==> src/rtl/serial_audio_rx.sv <==
module serial_audio_rx #(
  parameter int SW = 24,
  parameter int CW = 6
) (
  input  logic          clk,
  input  logic          rst_n,
  input  logic          bclk,
  input  logic          wclk,
  input  logic          sdata,
  input  logic [1:0]    mode_pin,
  input  logic          cfg_we,
  input  logic [7:0]    cfg_wdata,
  output logic          smp_valid,
  output logic          smp_ch,
  output logic [SW-1:0] smp_data,
  output logic          aes_v,
  output logic          aes_u,
  output logic          aes_c,
  output logic          aes_p,
  output logic [1:0]    par_err,
  output logic [1:0]    fmt_active,
  output logic          fmt_rsvd
);
  localparam logic [CW-1:0] I_D0  = CW'(4);
  localparam logic [CW-1:0] I_DN  = CW'(4 + SW - 1);
  localparam logic [CW-1:0] I_V   = CW'(4 + SW);
  localparam logic [CW-1:0] I_U   = CW'(5 + SW);
  localparam logic [CW-1:0] I_C   = CW'(6 + SW);
  localparam logic [CW-1:0] I_P   = CW'(7 + SW);
  localparam logic [CW-1:0] I_LJ  = CW'(SW - 1);
  localparam logic [CW-1:0] N_RJ  = CW'(SW);
  localparam logic [CW-1:0] CMAX  = '1;
  localparam logic [1:0]    F_LJ  = 2'd0;
  localparam logic [1:0]    F_RJ  = 2'd1;
  localparam logic [1:0]    F_AES = 2'd2;

  logic          bclk_q, primed, seen, wc_prev;
  logic [CW-1:0] cnt;
  logic [SW-1:0] sr;
  logic          sel_q;
  logic [1:0]    fld_q;
  logic          par_acc, v_q, u_q, c_q;
  logic          cfg_unused;

  assign cfg_unused = ^cfg_wdata[6:2];

  wire           rise     = bclk & ~bclk_q;
  wire           wc_edge  = rise & primed & (wclk != wc_prev);
  wire [1:0]     fmt_req  = sel_q ? fld_q : mode_pin;
  wire [1:0]     fmt_new  = (fmt_req == 2'd3) ? F_LJ : fmt_req;
  wire [1:0]     fmt_now  = wc_edge ? fmt_new : fmt_active;
  wire [CW-1:0]  idx      = wc_edge ? '0 : cnt;
  wire           is_aes   = fmt_now == F_AES;
  wire           aes_data = is_aes & (idx >= I_D0) & (idx <= I_DN);
  wire           aes_par  = is_aes & (idx >= I_D0) & (idx <= I_C);
  wire           rj_done  = wc_edge & seen & (fmt_active == F_RJ) & (cnt >= N_RJ);
  wire           lj_done  = rise & (fmt_now == F_LJ) & (idx == I_LJ);
  wire           aes_done = rise & is_aes & (idx == I_P);

  always_ff @(posedge clk) begin
    if (!rst_n) begin
      bclk_q     <= 1'b0;
      primed     <= 1'b0;
      seen       <= 1'b0;
      wc_prev    <= 1'b0;
      cnt        <= '0;
      sr         <= '0;
      sel_q      <= 1'b0;
      fld_q      <= 2'd0;
      par_acc    <= 1'b0;
      v_q        <= 1'b0;
      u_q        <= 1'b0;
      c_q        <= 1'b0;
      smp_valid  <= 1'b0;
      smp_ch     <= 1'b0;
      smp_data   <= '0;
      aes_v      <= 1'b0;
      aes_u      <= 1'b0;
      aes_c      <= 1'b0;
      aes_p      <= 1'b0;
      par_err    <= 2'b00;
      fmt_active <= F_LJ;
      fmt_rsvd   <= 1'b0;
    end else begin
      bclk_q    <= bclk;
      smp_valid <= 1'b0;
      if (cfg_we) begin
        sel_q <= cfg_wdata[7];
        fld_q <= cfg_wdata[1:0];
      end
      if (rise) begin
        primed  <= 1'b1;
        wc_prev <= wclk;
        if (wc_edge) begin
          cnt        <= CW'(1);
          seen       <= 1'b1;
          par_acc    <= 1'b0;
          fmt_active <= fmt_new;
          if (fmt_req == 2'd3) fmt_rsvd <= 1'b1;
        end else if (cnt != CMAX) begin
          cnt <= cnt + CW'(1);
        end

        if (fmt_now == F_LJ)
          sr <= {sr[SW-2:0], sdata};
        else if (fmt_now == F_RJ || aes_data)
          sr <= {sdata, sr[SW-1:1]};

        if (aes_par) par_acc <= par_acc ^ sdata;
        if (is_aes && idx == I_V) v_q <= sdata;
        if (is_aes && idx == I_U) u_q <= sdata;
        if (is_aes && idx == I_C) c_q <= sdata;

        if (rj_done) begin
          smp_valid <= 1'b1;
          smp_ch    <= wc_prev;
          smp_data  <= sr;
          {aes_v, aes_u, aes_c, aes_p} <= 4'b0000;
        end
        if (lj_done) begin
          smp_valid <= 1'b1;
          smp_ch    <= wclk;
          smp_data  <= {sr[SW-2:0], sdata};
          {aes_v, aes_u, aes_c, aes_p} <= 4'b0000;
        end
        if (aes_done) begin
          smp_valid <= 1'b1;
          smp_ch    <= wclk;
          smp_data  <= sr;
          aes_v     <= v_q;
          aes_u     <= u_q;
          aes_c     <= c_q;
          aes_p     <= sdata;
          if (wclk) par_err[1] <= par_acc ^ sdata;
          else      par_err[0] <= par_acc ^ sdata;
        end
      end
    end
  end
endmodule

==> config.mk <==
export PLATFORM = sky130hd
export DESIGN_NAME = serial_audio_rx
export DESIGN_NICKNAME = d
export VERILOG_FILES = /design/src/rtl/serial_audio_rx.sv
export SDC_FILE = /design/constraint.sdc
export NUM_CORES = 1
export LEC_CHECK = 0
export BUFFER_PORTS_ARGS = -buffer_cell sky130_fd_sc_hd__buf_2
export CAP_MARGIN = 20
export CORE_AREA = 10 10 91 93
export DETAILED_ROUTE_END_ITERATION = 8
export DIE_AREA = 0 0 101 103
export PLACE_DENSITY = 0.77
export SLEW_MARGIN = 10
export SYNTH_ARGS = -nofsm -noshare
export SYNTH_HDL_FRONTEND = slang
export SYNTH_SLANG_ARGS = --single-unit
==> constraint.sdc <==
create_clock -name clk -period 2.4 [get_ports clk]
set_clock_uncertainty 0.15 [all_clocks]
set_input_delay 0.48 -clock clk [delete_from_list [all_inputs] [get_ports clk]]
set_output_delay 0.48 -clock clk [all_outputs]
set_load 0.005 [all_outputs]
After elaboration in Yosys (flattened, before gate mapping)
Index checks and enable logic that the tools add are counted.

word-level totals
  word-level logic and storage cells = 101
  register bits = 76
  bits of input ports = 16
  output and inout bits = 35

cells by class
  reductions and logical operators = 21
  muxes and demuxes = 25
  equal/unequal tests = 11
  bitwise gates (word level) = 16
  magnitude comparators = 4
  add/subtract/negate cells = 1

operators with widths
  kind                   number
  $mux W24               5
  $eq A6 B5 Y1 const B   5
  $mux W6                3
  $reduce_and A2 Y1      9
  $mux W1                14
  $and A1 B1 Y1          13
  $le A6 B5 Y1 const B   2
  $reduce_and A3 Y1      3
  $add A6 B1 Y6 const B  1
  $ge A6 B3 Y1 const B   1
  $ge A6 B5 Y1 const B   1
  $mux W2                3
  $ne A6 B6 Y1 const B   1
  $reduce_bool A2 Y1     3
  $eq A2 B1 Y1 const B   2
  $eq A2 B2 Y1 const B   2
  $logic_and A1 B1 Y1    3
  $reduce_bool A3 Y1     1
  $logic_not A2 Y1       1
  $not A1 Y1             2
  $logic_or A1 B1 Y1     1
  $ne A1 B1 Y1           1
  $xor A1 B1 Y1          1

Longest topological paths before layout
Gate-level depths: netlist of run 1.

  word-level depth = 11
  gate-level depth with buffers = 8
  mapped depth without buffers = 6

Worst setup path before layout of run 1
No wires, ideal clock.

  path kind = register to register
  start = register fmt_active[1]
  end = register v_q
  data required time = 2.122 ns
  clock period less this slack = 2.095 ns
  stages on the path, launching flop included = 7
  path buffers = 1
  arrival time = 1.818 ns
  path slack = 0.305 ns
  library setup time = 0.128 ns
  path through = dfxtp_1 -> buf_2 -> or3b_2 -> a2111o_1 -> a211o_2 -> mux2i_1 -> nor2_1

on the way
  word-level cells in the longest chain between the ends = 4

ends and longest elaborated chain
  what                         RTL line  source
  start: declaration           21        output logic [1:0] fmt_active,
  start signal: assignment     98        fmt_active <= fmt_new;
  $mux W2                      --
  $eq A2 B2 Y1                 53        wire is_aes = fmt_now == F_AES;
  $logic_and A1 B1 Y1          110       if (is_aes && idx == I_V) v_q <= sdata;
  $reduce_and A2 Y1 (no line)  --
  end signal: assignment       110
  end: declaration             42        logic par_acc, v_q, u_q, c_q;

No other way between the ends.
A chain may end at the register's enable or synchronous reset.

Final worst setup path of run 1
  start = register cnt[5]
  end = register smp_data[17]

on the way
  word-level cells in the longest chain between the ends = 5
  elaborated cells between the ends (all ways) = 11
  classes of those cells = 1 x order compare; 2 x eq/ne; 3 x mux; 3 x bitwise; 2 x reduce/logical

ends and longest elaborated chain
  what                                                                  RTL line  source
  start: declaration                                                    38        logic [CW-1:0] cnt;
  start signal: assignment                                              101       cnt <= cnt + CW'(1);
  parallel branches: the longest is 5 deep, another holds $ge A6 B5 Y1  --
  end signal: assignment                                                117       smp_data <= sr;
  end signal: assignment                                                123       smp_data <= {sr[SW-2:0], sdata};
  end signal: assignment                                                129       smp_data <= sr;
  end: declaration                                                      15        output logic [SW-1:0] smp_data,

Several ways; the timed one is not identified.

==> results of run 1 <==
[synthesized netlist by cell type (all sizes together), types with 4 or more instances]
library cell,n,share of area (%)
nand2,54,5.7
dfxtp,76,43
buf,17,3.4
nor2,32,3.4
o21ai,49,6.9
xnor2,5,1.2
xor2,4,1.5
nor3,4,0.70
a211oi,4,0.84
mux2i,36,10
a21oi,45,8.4
clkbuf,15,1.6
a22oi,5,1.1
a31oi,19,3.3
[worst max-delay path, delay by kind of cell, from the launching register on]
kind	cells	cell delay, ns
AO/OA/AOI/OAI	4	0.95
AND/OR/NAND/NOR	1	0.29
flip-flops	1	0.32
buffers and inverters	2	0.36
[through the flow]
| stage | hold WS, ns | setup WS, ns | cells | instance area, µm² | utilization, % |
|---|---|---|---|---|---|
| 5_1_grt | 0.216 | 0.147 | 527 | 4100 | 62.5 |
| 3_3_place_gp | 0.296 | 0.160 | 512 | 3910 | 59.6 |
| 6_report | 0.223 | 0.249 | 527 | 4100 | 62.5 |
| 2_1_floorplan | 0.290 | 0.305 | 403 | 3570 | - |
| 4_1_cts | 0.206 | 0.261 | 527 | 4100 | 62.5 |
| 3_5_place_dp | 0.306 | 0.113 | 512 | 3910 | 59.6 |
[registers in the layout (all words and copies together) (netlist names), 2 cells and up]
signal      cells
sr             24
fmt_active      2
smp_data       24
cnt             6
par_err         2
fld_q           2
[placed cells by master, fill, tap and decap left out, drive strengths merged, types with 4 or more instances in the layout]
cell type and instances:
clkbuf 11, a22oi 5, a211oi 4, inv 4, nor3 4, a21oi 45, xor2 4, mux2i 36
dfxtp 76, buf 61, o21ai 49, xnor2 5, a31oi 19, nor2 32, nand2 54
[cell type report]
class	count	area (µm²)
clock buffers	11	141
clock inverters	4	48.8
fillers	576	2460
inverters	3	11.3
multi-input cells	292	1870
flip-flops and latches	76	1520
well taps	80	100
repair buffers	61	408
[metal layers]
metal,global-route usage (%),vias to the layer above,share of wire [%]
met5,0,-,0
met4,7.07,0,2.1
met3,4.49,14,6.0
met2,24.7,52,47
met1,19.0,1414,45
li1,-,1514,-
[power by group through the flow]
stage	Combinational, mW	Clock, mW	Sequential, mW
floorplan	0.189	0	1.37
global placement	0.219	0	1.38
detailed placement	0.228	0	1.39
CTS	0.229	0.983	1.36
global route	0.253	1.05	1.37
finish	0.228	0.961	1.36
[cells by family after synthesis]
| logic type | share of synthesized area, % |
|---|---|
| and+or+nand+nor | 14.9 |
| adders and majority gates | 0.700 |
| xor gates and xnor gates | 2.73 |
| AOI/OAI and AO/OA | 23.4 |
| DFF | 42.6 |
| muxes | 10.4 |
| buffers and inverters | 5.29 |
[worst max-delay path by stage]
stage                     cells past startpoint     startpoint  slack (ns)      endpoint
after global placement                        6           wclk        0.16           u_q
final                                         7         cnt[5]        0.25  smp_data[17]
after detailed placement                      7           wclk        0.11         sr[5]
after CTS                                     7         cnt[5]        0.26  smp_data[17]
after floorplan                               6  fmt_active[1]        0.30           v_q
after global routing                          6        wc_prev        0.15        sr[17]
==> reports/qor.tcl, run 1 <==
set qor(net-switching-power_mw) 0.648
set qor(start_util_pct) 54.4
set qor(critPathRequiredTime_ns) 2.52
set qor(place_congestion) 0.835
set qor(postCtsSetupRepairBufs) 0
set qor(numCtsBuffers) 9
set qor(report.final.hold_viol_count) 0
set qor(areaGrowthSynthToFinish_pct) 14.9
set qor(antenna_left) 0
set qor(design.die.area_mm2) 0.0104
set qor(synth-async-reset-ratio_pct) 0
set qor(number_of_antenna_violations_at_the_first_check_in_global_routing) 0
set qor(r2r_end) {smp_data[17]}
set qor(type_of_element_capturing_the_critical_path) {flop}
set qor(edff_count_synth) 0
set qor(detailroute.via_count) 2994
set qor(outcome) {completed}
set qor(floorplan.die.width_um) 101
set qor(ff2ff_setup_slack_ns) 0.25
set qor(timing_worst_setup_path_type) {flop to flop}
set qor(first_pass_iters) 4
set qor(critPathMaxFanout) 41
set qor(cp_slowest_cell) {a211oi_1}
set qor(cts_sinks) 76
set qor(grt_pass1_vias) 2774
set qor(maxClockFrequency_ghz) 0.465
set qor(htreeDepth) 3
set qor(hold_start) {cfg_wdata[7]}
set qor(wire_length_of_the_first_global_routing_pass_mm) 13.1
set qor(cts_root_buffer) {clkbuf_8}
set qor(setup_tns_ns) 0
set qor(port_buffers) 45
set qor(clk_transition_reported_paths_ns) 0.07
set qor(cellInternalPower_mw) 1.90
set qor(distinct_cells_synth) 47
set qor(clock_power_share_pct) 37.7
set qor(grt_max_degree) 49
set qor(ff2ff_path_depth) 7
set qor(max-clock-path-buffers) 2
set qor(sink_of_the_worst_hold_path) {sel_q}
set qor(post-route-period-util_pct) 89.6
set qor(regToRegStartpoint) {cnt[5]}
set qor(power.density_mw_per_mm2) 621
set qor(rsz0062_at_grt) {false}
set qor(ys_ff_latch) 76
set qor(critical_path.cell_chain) {buf_4 -> nand4bb_1 -> a211oi_1 -> a22o_1 -> buf_12 -> o21ai_0 -> a31oi_1}
set qor(combinational_power_share_pct) 8.9
set qor(whs_path_depth) 3
set qor(period_minus_slack_ns) 2.15
set qor(worst_ep_arrival_time_ns) 2.27
set qor(syn_area_mm2) 0.00357
set qor(nets) 461
set qor(drt_iter0_drc) 163
set qor(post_cts_sizing) 0
set qor(max_stage_delay_ns) 0.43
set qor(power_leakage_nw) 1.55
set qor(postSynthCellCount) 403
set qor(max_slew.worst_pin.slew_ns) 0.696
set qor(grt_util_all_layers_pct) 15.5
set qor(drc) 0
set qor(wl_per_cell_um) 15.1
set qor(antenna_cells) 0
set qor(timing.max_cap.violations) 0
set qor(syn-mean-instance-area_um2) 8.86
set qor(power.switching_fraction_pct) 25.4
set qor(die_height_um) 103
set qor(placementRows) 30
set qor(mappedNetlistNets) 421
set qor(cp-start-kind) {flop}
set qor(top_level_ports) 51
set qor(setup_viol) 0
set qor(synthesis.yosys.warnings) 0
set qor(tritoncts_clock_tree) {done}
set qor(worstHoldPathType) {input pin to flop}
set qor(clk-insertion-delay-late_ns) 0.35
set qor(post_route_cells_drive_above_1_share_pct) 23.5
set qor(slew-limit-headroom_pct) 53.3
set qor(fp.coreArea_mm2) 0.00657
set qor(cts-hold-fix-buffers) 0
set qor(synth_ff_type) {dfxtp_1}
set qor(report.final.slew_viol_count) 0
set qor(seqPwrFrac_pct) 53.4
set qor(via_per_inst) 5.68
set qor(max-vdd-ir-drop_mv) 0.346
set qor(grt-ovfl-total) 0
set qor(report.power.total_mw) 2.55
set qor(sequential_element_share_of_the_synthesized_area_pct) 42.6
set qor(dp.final_hpwl_mm) 5.36
set qor(drt-total-wl_mm) 7.94
Note: power is estimated with default switching activity, not from simulation.
==> inputs of run 2 (changes only) <==
==> constraint.sdc (replaced) <==
create_clock -name clk -period 2.6 [get_ports clk]
set_clock_uncertainty 0.15 [all_clocks]
set_input_delay 0.78 -clock clk [delete_from_list [all_inputs] [get_ports clk]]
set_output_delay 0.78 -clock clk [all_outputs]
set_load 0.005 [all_outputs]
==> run 2 against run 1 <==
Count of clock-buffer cells in the layout fell by 1. Setup slack better by 0.14 ns. Combinational power down 6%. First-iteration DRC count rose by 18%. Wire length down 1.3%. Total power down 6.0%. Sequential cell count unchanged. Die area unchanged. Register-to-register slack improved by 0.21 ns. Clock power is 3.5% lower. Global-route usage down 0.25 points. Critical endpoint is now sr[6].
==> reports/qor.tcl, run 2 (same netlist as run 1, synthesis figures left out) <==
set qor(type_of_element_capturing_the_critical_path) {flop}
set qor(max-clock-path-buffers) 2 ;# unchanged
set qor(outcome) {completed}
set qor(final_common_cell) {dfxtp_1}
set qor(max_stage_delay_ns) 0.30 ;# -0.13 ns
set qor(critPathRequiredTime_ns) 2.69 ;# +0.17 ns
set qor(dp.final_hpwl_mm) 5.19 ;# -3.1%
set qor(fin_cells) 526 ;# -0.19%
set qor(floorplan.die.width_um) 101 ;# unchanged
set qor(critPathMaxFanout) 24 ;# -41%
set qor(drc) 0 ;# unchanged
set qor(place.detailed.instances) 510 ;# -0.39%
set qor(antenna_cells) 0 ;# unchanged
set qor(report.final.hold_viol_count) 0 ;# unchanged
set qor(postLayoutCoreUtil_pct) 62.5 ;# about the same
set qor(worst_ep_arrival_time_ns) 2.30 ;# +0.03 ns
set qor(numCtsBuffers) 9 ;# unchanged
set qor(die_height_um) 103 ;# unchanged
set qor(ff2ff_setup_slack_ns) 0.46 ;# +0.21 ns
set qor(place_congestion) 0.917 ;# +9.7%
set qor(design.die.area_mm2) 0.0104 ;# unchanged
set qor(clk_transition_reported_paths_ns) 0.08 ;# about the same
set qor(max_slew.worst_pin.slew_ns) 0.781 ;# +0.0848 ns
set qor(pre_cts_slack_ns) 0.0333 ;# -0.0797 ns
set qor(cts_root_buffer) {clkbuf_8}
set qor(start_util_pct) 54.4 ;# unchanged
set qor(drt_iter0_drc) 192 ;# +18%
set qor(slew-limit-headroom_pct) 47.9 ;# -5.4 points
set qor(report.power.total_mw) 2.40 ;# -6.0%
set qor(final_cell_mix) {dfxtp_1 (76), nand2_1 (54), o21ai_0 (49)}
set qor(whs_path_depth) 2 ;# -1
set qor(cts-hold-fix-buffers) 0 ;# unchanged
set qor(report.final.slew_viol_count) 0 ;# unchanged
set qor(grt-ovfl-total) 0 ;# unchanged
set qor(fp.coreArea_mm2) 0.00657 ;# unchanged
set qor(rsz0062_at_grt) {false}
set qor(nets) 459 ;# -0.43%
set qor(grt_max_degree) 49 ;# unchanged
set qor(timing.final.ws_setup_ns) 0.394 ;# +0.145 ns
set qor(wl_per_cell_um) 14.9 ;# -1.1%
set qor(fillers) 560 ;# -2.8%
set qor(top_level_ports) 51 ;# unchanged
set qor(post-route-period-util_pct) 84.9
set qor(cts_sinks) 76 ;# unchanged
set qor(multiInputGateArea_mm2) 0.00187 ;# unchanged
set qor(grt_pass1_vias) 2786 ;# +0.43%
set qor(htreeDepth) 3 ;# unchanged
set qor(power.density_mw_per_mm2) 583 ;# -6.0%
set qor(max-vdd-ir-drop_mv) 0.557 ;# +61%
set qor(period_minus_slack_ns) 2.21
set qor(antenna_left) 0 ;# unchanged
set qor(setup_viol) 0 ;# unchanged
set qor(sink_of_the_worst_hold_path) {fmt_rsvd}
set qor(first_pass_iters) 4 ;# unchanged
set qor(number_of_antenna_violations_at_the_first_check_in_global_routing) 0 ;# unchanged
set qor(wire_length_of_the_first_global_routing_pass_mm) 13.1 ;# -0.42%
set qor(drt-total-wl_mm) 7.83 ;# -1.3%
set qor(critical_path.cell_chain) {buf_2 -> xor2_4 -> buf_4 -> nand3_4 -> mux2i_4 -> buf_12 -> mux2i_1 -> a21oi_2}
set qor(cp-start-kind) {input pin}
set qor(worstHoldPathType) {flop to flop}
set qor(post_route_cells_drive_above_1_share_pct) 23.5 ;# +0.053 points
set qor(postCtsSetupRepairBufs) 0 ;# unchanged
set qor(tritoncts_clock_tree) {done}
set qor(port_buffers) 45 ;# unchanged
set qor(timing_worst_setup_path_type) {input pin to flop}
set qor(cp_slowest_cell) {xor2_4}
set qor(post_cts_sizing) 0 ;# unchanged
set qor(placementRows) 30 ;# unchanged
set qor(setup_tns_ns) 0 ;# unchanged
set qor(areaGrowthSynthToFinish_pct) 15.0 ;# about the same
set qor(power_leakage_nw) 1.54 ;# -0.73%
set qor(detailroute.via_count) 2947 ;# -1.6%
set qor(regArea_mm2) 0.00152 ;# unchanged
set qor(ff2ff_path_depth) 5 ;# -2
set qor(timing.max_cap.violations) 0 ;# unchanged
set qor(regToRegStartpoint) {fmt_active[0]}
set qor(grt_util_all_layers_pct) 15.3 ;# -0.25 points
set qor(via_per_inst) 5.60 ;# -1.4%
set qor(registers_with_the_most_flip_flops) {smp_data: 24 flops, sr: 24 flops, cnt: 6 flops}
set qor(r2r_end) {u_q}
set qor(hold_start) {fmt_rsvd}
set qor(maxClockFrequency_ghz) 0.453
set qor(clk-insertion-delay-late_ns) 0.35 ;# about the same
run 2: cell types whose count changed in the layout (fill, tap and decap cells not counted), sizes merged:
cell / before / now
buf: 61 / 59
clkbuf: 11 / 10
clkinvlp: 0 / 2
run 2: worst max-delay path by stage:
stage	startpoint	to	slack, ns	cells after the start
3_5_place_dp	wclk	v_q	0.03	8
4_1_cts	wclk	v_q	0.40	8
3_3_place_gp	wclk	sr[23]	0.09	8
5_1_grt	cnt[3]	cnt[1]	0.24	5
6_report	wclk	sr[6]	0.39	8
2_1_floorplan	wclk	smp_data[13]	0.24	7
run 2: layer usage:
metal	track usage, %	up-vias	part of all wire, %
met5	0	-	0
met4	6.75	0	1.3
met3	4.22	8	6.2
met2	23.8	67	45
met1	19.3	1362	47
li1	-	1510	-
run 2: area by class of cell:
class                      instances  share of cell area [%]
inverter                           3                   0.274
tap                               80                    2.44
clock buffer                      10                    3.35
multi-input combinational        292                    45.6
timing repair buffer              59                    9.56
clock inverter                     6                    1.74
sequential                        76                    37.0
run 2: power by group:
group	switching, mW	total (mW)	internal (mW)
logic	0.126	0.214	0.0883
registers	0.0525	1.26	1.20
clock network	0.451	0.927	0.476
run 2: through the flow:
step                      area (µm²)  hold WS (ns)
after global routing            4110         0.373
after CTS                       4110         0.324
after detailed placement        3900         0.305
final                           4110         0.318
after global placement          3900         0.297
after floorplan                 3570         0.290
run 2: critical path, delay by kind of cell:
| kind | cells | cell delay, ns |
|---|---|---|
| xor gates and xnor gates | 1 | 0.30 |
| muxes | 2 | 0.49 |
| buffers and inverters | 3 | 0.54 |
| AOI/OAI and AO/OA | 1 | 0.08 |
| and+or+nand+nor | 1 | 0.09 |
